==> src/rtl/dmaseq_pkg.sv <==
package dmaseq_pkg;
  localparam int NUM_CH = 4;
  localparam int CH_W = $clog2(NUM_CH);
  localparam int CNT_W = 22;
  localparam logic [1:0] START_WAIT = 2'd3;
  localparam logic [31:0] ADDR_MASK = 32'h0FFF_FFFE;
  localparam logic [CNT_W-1:0] RESET_COUNT = 22'h20_0000;
  localparam int CTL_EN = 15;
  localparam int CTL_IRQ = 14;
  localparam int CTL_REP = 9;

  typedef struct packed {
    logic wb;
    logic finish;
    logic [CH_W-1:0] chan;
  } seqStrobe_t;
endpackage

==> src/rtl/dmaseq_regs.sv <==
module dmaseq_regs
  import dmaseq_pkg::*;
#(
  parameter bit WIDE = 1'b1
) (
  input  logic                clk,
  input  logic                rstN,
  input  logic                wrEn,
  input  logic [CH_W-1:0]     wrChan,
  input  logic [1:0]          wrSel,
  input  logic [31:0]         wrData,
  input  logic                vblankTick,
  input  seqStrobe_t          strobe,
  input  logic [31:0]         doneSrc,
  input  logic [31:0]         doneDst,
  input  logic [CNT_W-1:0]    doneCount,
  input  logic [CH_W-1:0]     activeChan,
  input  logic [CH_W-1:0]     rdChan,
  input  logic [2:0]          rdSel,
  output logic [31:0]         rdData,
  output logic [NUM_CH-1:0]   chanReady,
  output logic [31:0]         xferSrc,
  output logic [31:0]         xferDst,
  output logic [CNT_W-1:0]    xferCount,
  output logic [15:0]         xferCtl,
  output logic [NUM_CH-1:0]   irq
);
  localparam int FIELD_W = WIDE ? 21 : 16;
  localparam logic [15:0] CTL_MASK = WIDE ? 16'hFFE0 : 16'hF7E0;

  logic [31:0]      srcA  [NUM_CH];
  logic [31:0]      dstA  [NUM_CH];
  logic [31:0]      wSrcA [NUM_CH];
  logic [31:0]      wDstA [NUM_CH];
  logic [CNT_W-1:0] cntA  [NUM_CH];
  logic [CNT_W-1:0] remA  [NUM_CH];
  logic [15:0]      ctlA  [NUM_CH];

  logic [FIELD_W-1:0] fieldIn;
  logic [15:0]        ctlIn;
  logic               inImm;
  assign fieldIn = wrData[FIELD_W-1:0];
  assign ctlIn   = wrData[31:16] & CTL_MASK;
  assign inImm   = (ctlIn[13:11] == 3'd0);

  for (genvar c = 0; c < NUM_CH; c++) begin : g_ch
    localparam logic [CNT_W-1:0] MAXC =
      WIDE ? 22'h20_0000 : ((c == NUM_CH - 1) ? 22'h1_0000 : 22'h0_4000);
    logic [31:0]      srcR, dstR, wSrcR, wDstR;
    logic [CNT_W-1:0] cntR, remR, newCnt;
    logic [15:0]      ctlR;
    logic [1:0]       waitR;
    logic             irqR, hit, arm, mine, isImm, isVbl;

    assign hit    = wrEn && (wrChan == CH_W'(c));
    assign arm    = hit && (wrSel == 2'd2) && !ctlR[CTL_EN] && ctlIn[CTL_EN];
    assign mine   = (strobe.chan == CH_W'(c));
    assign newCnt = (fieldIn == '0) ? MAXC : CNT_W'(fieldIn);
    assign isImm  = (ctlR[13:11] == 3'd0);
    assign isVbl  = WIDE ? (ctlR[13:11] == 3'b001) : (ctlR[13:12] == 2'b01);

    always_ff @(posedge clk) begin
      if (!rstN) begin
        srcR <= '0; dstR <= '0; wSrcR <= '0; wDstR <= '0;
        cntR <= RESET_COUNT; remR <= '0; ctlR <= '0;
        waitR <= '0; irqR <= 1'b0;
      end else begin
        irqR <= 1'b0;
        if (waitR != 2'd0) waitR <= waitR - 2'd1;
        if (strobe.wb && mine) begin
          wSrcR <= doneSrc;
          wDstR <= doneDst;
          remR  <= doneCount;
          if (strobe.finish) begin
            if (!(ctlR[CTL_REP] && !isImm)) ctlR[CTL_EN] <= 1'b0;
            if (ctlR[6:5] == 2'd3) wDstR <= dstR;
            if (ctlR[CTL_IRQ]) irqR <= 1'b1;
          end
        end
        if (vblankTick && ctlR[CTL_EN] && isVbl && remR == '0) remR <= cntR;
        if (hit) begin
          unique case (wrSel)
            2'd0: srcR <= wrData & ADDR_MASK;
            2'd1: dstR <= wrData & ADDR_MASK;
            2'd2: begin
              cntR <= newCnt;
              ctlR <= ctlIn;
              if (arm) begin
                wSrcR <= srcR;
                wDstR <= dstR;
                remR  <= inImm ? newCnt : '0;
                waitR <= START_WAIT;
              end
            end
            default: ;
          endcase
        end
      end
    end

    assign chanReady[c] = ctlR[CTL_EN] && (remR != '0) && (waitR == 2'd0);
    assign irq[c]  = irqR;
    assign srcA[c] = srcR;
    assign dstA[c] = dstR;
    assign wSrcA[c] = wSrcR;
    assign wDstA[c] = wDstR;
    assign cntA[c] = cntR;
    assign remA[c] = remR;
    assign ctlA[c] = ctlR;
  end

  always_comb begin
    unique case (rdSel)
      3'd0: rdData = srcA[rdChan];
      3'd1: rdData = dstA[rdChan];
      3'd2: rdData = {ctlA[rdChan], 16'h0};
      3'd3: rdData = 32'(cntA[rdChan]);
      3'd4: rdData = 32'(remA[rdChan]);
      3'd5: rdData = wSrcA[rdChan];
      3'd6: rdData = wDstA[rdChan];
      default: rdData = '0;
    endcase
  end

  assign xferSrc   = wSrcA[activeChan];
  assign xferDst   = wDstA[activeChan];
  assign xferCount = remA[activeChan];
  assign xferCtl   = ctlA[activeChan];
endmodule

==> src/rtl/dmaseq_ctrl.sv <==
module dmaseq_ctrl
  import dmaseq_pkg::*;
(
  input  logic              clk,
  input  logic              rstN,
  input  logic [NUM_CH-1:0] chanReady,
  input  logic              unitDone,
  input  logic [CNT_W-1:0]  doneCount,
  output seqStrobe_t        strobe,
  output logic              xferStart,
  output logic [CH_W-1:0]   activeChan
);
  logic            busyR, startR, found;
  logic [CH_W-1:0] chanR, pickCh;

  always_comb begin
    found  = 1'b0;
    pickCh = '0;
    for (int c = NUM_CH - 1; c >= 0; c--) begin
      if (chanReady[c]) begin
        found  = 1'b1;
        pickCh = CH_W'(c);
      end
    end
  end

  always_ff @(posedge clk) begin
    if (!rstN) begin
      busyR <= 1'b0; startR <= 1'b0; chanR <= '0;
    end else begin
      startR <= 1'b0;
      if (!busyR && found) begin
        busyR  <= 1'b1;
        chanR  <= pickCh;
        startR <= 1'b1;
      end else if (busyR && unitDone) begin
        busyR <= 1'b0;
      end
    end
  end

  assign strobe.wb     = busyR && unitDone;
  assign strobe.finish = busyR && unitDone && (doneCount == '0);
  assign strobe.chan   = chanR;
  assign xferStart     = startR;
  assign activeChan    = chanR;
endmodule

==> src/rtl/dma_sequencer.sv <==
module dma_sequencer
  import dmaseq_pkg::*;
#(
  parameter bit WIDE = 1'b1
) (
  input  logic              clk,
  input  logic              rstN,
  input  logic              wrEn,
  input  logic [CH_W-1:0]   wrChan,
  input  logic [1:0]        wrSel,
  input  logic [31:0]       wrData,
  input  logic [CH_W-1:0]   rdChan,
  input  logic [2:0]        rdSel,
  output logic [31:0]       rdData,
  input  logic              vblankTick,
  output logic              xferStart,
  output logic [CH_W-1:0]   xferChan,
  output logic [31:0]       xferSrc,
  output logic [31:0]       xferDst,
  output logic [CNT_W-1:0]  xferCount,
  output logic [15:0]       xferCtl,
  input  logic              unitDone,
  input  logic [31:0]       doneSrc,
  input  logic [31:0]       doneDst,
  input  logic [CNT_W-1:0]  doneCount,
  output logic [NUM_CH-1:0] irq
);
  seqStrobe_t        strobe;
  logic [NUM_CH-1:0] chanReady;

  dmaseq_ctrl uCtrl (
    .clk(clk), .rstN(rstN), .chanReady(chanReady), .unitDone(unitDone),
    .doneCount(doneCount), .strobe(strobe), .xferStart(xferStart),
    .activeChan(xferChan)
  );

  dmaseq_regs #(.WIDE(WIDE)) uRegs (
    .clk(clk), .rstN(rstN), .wrEn(wrEn), .wrChan(wrChan), .wrSel(wrSel),
    .wrData(wrData), .vblankTick(vblankTick), .strobe(strobe),
    .doneSrc(doneSrc), .doneDst(doneDst), .doneCount(doneCount),
    .activeChan(xferChan), .rdChan(rdChan), .rdSel(rdSel), .rdData(rdData),
    .chanReady(chanReady), .xferSrc(xferSrc), .xferDst(xferDst),
    .xferCount(xferCount), .xferCtl(xferCtl), .irq(irq)
  );
endmodule

==> config.mk <==
export PLATFORM = sky130hd
export DESIGN_NAME = dma_sequencer
export DESIGN_NICKNAME = d
export VERILOG_FILES = /design/src/rtl/dmaseq_pkg.sv /design/src/rtl/dmaseq_regs.sv /design/src/rtl/dmaseq_ctrl.sv /design/src/rtl/dma_sequencer.sv
export SDC_FILE = /design/constraint.sdc
export NUM_CORES = 2
export LEC_CHECK = 0
export BUFFER_PORTS_ARGS = -buffer_cell sky130_fd_sc_hd__buf_2
export CAP_MARGIN = 20
export CORE_MARGIN = 2
export CORE_UTILIZATION = 45
export CTS_BUF_LIST = sky130_fd_sc_hd__clkbuf_16
export DETAILED_ROUTE_END_ITERATION = 8
export PLACE_DENSITY_LB_ADDON = 0.3
export SLEW_MARGIN = 10
export SYNTH_ARGS = -nofsm -noshare
export SYNTH_HDL_FRONTEND = slang
export SYNTH_SLANG_ARGS = --single-unit
export TNS_END_PERCENT = 20
==> constraint.sdc <==
create_clock -name clk -period 2.7 [get_ports clk]
set_input_delay 0.135 -clock clk [delete_from_list [all_inputs] [get_ports clk]]
set_output_delay 0.135 -clock clk [all_outputs]
set_load 0.02 [all_outputs]
==> run summary <==
The tools report the cell at the root of the clock tree as sky130_fd_sc_hd__clkbuf_16. For the number of antenna violations at the first check in global routing, the log shows 5. For the worst flop-to-flop path, the logic depth is 6. By count the netlist is led by sky130_fd_sc_hd__nand2_1, sky130_fd_sc_hd__dfxtp_1, sky130_fd_sc_hd__a21oi_1, sky130_fd_sc_hd__clkbuf_1, sky130_fd_sc_hd__mux4_2.

For this run, the number of standard cells in the final layout without fillers is 5162. The via density per instance was 6.66. Summing all multi-input logic gate instances after layout gives 20000 µm².

The cell with the most instances after synthesis was sky130_fd_sc_hd__nand2_1. Setup violations remaining at the end of the flow were counted as 0. Dividing the synthesized area by the synthesized cell count gives 9.22 µm².

The die is 285 µm wide. The wire length of the first global-routing pass is 218 mm, and the number of standard cells after synthesis is 3850. The run gives 32300 as the via count of the first global-routing pass. The maximum buffer depth of the clock tree came out at 3. The met3 track utilization from global routing came out at 9.02%. The time the final worst path needs with I/O delays and setup is 2640 ps.

TritonCTS built the clock tree. Max-cap violations in this run came to 0. The synthesized design devotes to its leading area cell type 39.9% of total area.

Registers take 14200 µm². The slew at the pin with the worst max-slew slack is 1150 ps, and the total leakage power is 15.7 nW. Buffers inserted during clock tree synthesis total 77. The tools report the detailed-router iteration count before antenna repair as 8. Fill cells in the final layout number 6911. The run gives 0 as the number of endpoints with negative hold slack in the final report.

The tools report the number of design-rule violations left by the first detailed-router iteration as 5275. The worst setup path is launched from a flip-flop. The I/O pin count was 273. The relative area change from synthesis to final layout was 17.8%; the number of nets with antenna violations after detailed routing was 0. The worst slew slack as a fraction of its limit was 23.5%; the flip-flop and latch count after synthesis was 708. For the worst-skew pair, the clock arrives at the later sink with an insertion delay of 640 ps. For the arrival time at the worst endpoint, the log shows 2510 ps. The clock-pin transition on the worst setup and hold timing paths is 60 ps. The run finished with clean final reports. For the final database, setup skew stands at 26.4 ps.

Dividing the detail-routed wire length by the instance count gives 28.9 µm. The fmax was 378 MHz; the height of the die was 285 µm. The Yosys step of the flow raised 0 warnings. Among all flip-flop cells after synthesis, the most frequent one is sky130_fd_sc_hd__dfxtp_1.

Yosys attributes the largest share of cell area to sky130_fd_sc_hd__dfxtp_1, sky130_fd_sc_hd__mux4_2, sky130_fd_sc_hd__nand2_1. The cell count after placement is 4913. The category of the worst setup path capture point is an output port. The number of setup buffers added after CTS is 0. The run gives 22.6 mW as the total chip power. STA puts the critical path data required time at 2570 ps. Of the cells placed in the final design, the portion with a size suffix greater than 1 is 21.2%.

The post-synthesis instance area was 35500 µm²; the final critical-path share of the clock period was 97.9%. Die area: 81100 µm². The logs give 60 for the count of distinct cell types in the synthesized netlist and 0 for the remaining routing DRC violations.

The tree built by TritonCTS fans out to 708 sinks. Wire length after detailed routing: 149 mm. After synthesis, flip-flops and latches occupy 39.9% of the total area. The final net count is 4193. Power density over cell area: 542 nW/µm². Setup repair after global routing left no endpoint under its margin. The maximum fanout along the worst path is 3.

The startpoint-to-endpoint class of the critical path was flip-flop to output port. The routed via count is 34400, and the pin count of the biggest net entering global routing is 96. The H-tree generated during clock tree synthesis spans 3 levels. Cell taking the most area after synthesis: sky130_fd_sc_hd__dfxtp_1. Global routing used 35.7% of the available tracks across all layers. Critical register-to-register path startpoint: uCtrl.busyR. The maximum vdd ir drop is 0.000408 V, and the core area is 77700 µm².

Across all hold checks on the routed design, the worst slack comes to 26.2 ps. Global routing used 46.1% of the available met1 tracks. The leftover overflow at the end of global routing is 0, and the number of port buffers is 267. In this run the most used layer during global routing was met2.

The critical path starts at uRegs.g_ch[3].dstR[21]. The initial standard-cell utilization of the core is 45.7%, and the met2 demand-to-capacity share in global routing is 53.8%. In this run the most critical hold path is launched from doneCount[10].

The number of enable-type register cells in the synthesized netlist is 0, and the placed wire-length estimate after detailed placement is 93.8 mm. The congestion estimate from routability-driven global placement came to 0.948. Cells fill 53.8% of the core in the end. For the final total negative setup slack, the log shows 0 ps.

In this run the worst hold path is classified as primary input to flip-flop. The worst hold path passes through 5 cells. Counting flops with an async set or reset pin after synthesis yields a share of 0%. The placement row count came out at 102. For the total count of max-transition violations in the final report, the log shows 0.
[critical path, stage by stage (launching register included)]
cell,delay [ps]
sky130_fd_sc_hd__dfxtp_1,340
sky130_fd_sc_hd__mux4_2,550
sky130_fd_sc_hd__mux4_2,470
sky130_fd_sc_hd__mux2_2,330
sky130_fd_sc_hd__buf_2,180
[final cells by class]
cell class / instances / share of cell area (%)
inverter: 2 / 0.0359
clock buffer: 79 / 4.73
antenna: 2 / 0.0120
tap: 1040 / 3.11
clock inverter: 59 / 1.04
timing repair buffer: 512 / 9.36
multi-input combinational: 2760 / 47.8
sequential: 708 / 33.9
[report_power, final]
part,switching (mW),total (mW),internal (mW)
Clock,4.52,10.4,5.88
Combinational,1.08,1.62,0.539
Sequential,0.0825,10.6,10.5
[cells in the final DEF, fill, tap and decap left out, drive strengths merged, types with 4 or more instances in the layout]
master       count
o31a             4
nand3           26
bufinv           6
and3            86
buf            403
a22oi           26
and2            31
nor2           141
mux4           271
a22o             8
or4              9
clkbuf          80
nand2         1087
or3              6
nor3b            4
o32ai            4
dfxtp          708
a211oi           8
mux2            64
inv             18
a21oi          406
mux2i          111
dlygate4sd3    108
o311ai           4
o211ai          27
nor3            10
or2              5
nor4            28
nand4           10
nand2b          27
a311oi         112
clkinv          36
o22ai           83
conb             5
nor2b            8
a221o          108
o2111ai         20
[flip-flops by register name, summed over array words and instances, names as in the netlist]
register          count
uRegs.g_ch.ctlR      44
uRegs.g_ch.wSrcR    128
uRegs.g_ch.srcR     108
uRegs.g_ch.irqR       4
uRegs.g_ch.waitR      8
uCtrl.xferStart       1
uRegs.g_ch.wDstR    128
uRegs.g_ch.dstR     108
uRegs.g_ch.cntR      88
uRegs.g_ch.remR      88
uCtrl.activeChan      2
uCtrl.busyR           1
[per-stage QoR]
stage               worst slack, ps  area [µm²]
detailed placement             47.0       38300
floorplan                       182       35500
global route                   13.2       41800
global placement               70.0       38300
CTS                            11.1       41800
finish                         56.0       41800
[per-layer routing]
layer | vias up | wire length (µm)
li1 | 14500 | -
met1 | 16600 | 53700
met2 | 2743 | 65800
met3 | 521 | 19700
met4 | 4 | 10100
met5 | - | 26
[timing repair]
action / in CTS / in global routing
cloned: 0 / 0
hold buffers: 108 / 0
endpoints found under the hold margin: 611 / 0
resized for setup: 3 / 1
setup endpoints to repair: 37 / 2
[cell families after synthesis]
| logic type | after synthesis | synth area share, % |
|---|---|---|
| and+or+nand+nor | 1487 | 17.6 |
| buffers and inverters | 386 | 4.38 |
| muxes | 446 | 22.4 |
| AOI/OAI and AO/OA | 822 | 15.7 |
| other | 1 | 0.0106 |
| DFF | 708 | 39.9 |
[final timing paths]
path | endpoint | slack, ps
max | rdData[21] | 60
min | uRegs.g_ch[3].remR[10] | 30
max reg2reg | uRegs.g_ch[0].wDstR[25] | 230
min reg2reg | uRegs.g_ch[0].irqR | 460
Note: power is estimated with default switching activity, not from simulation.
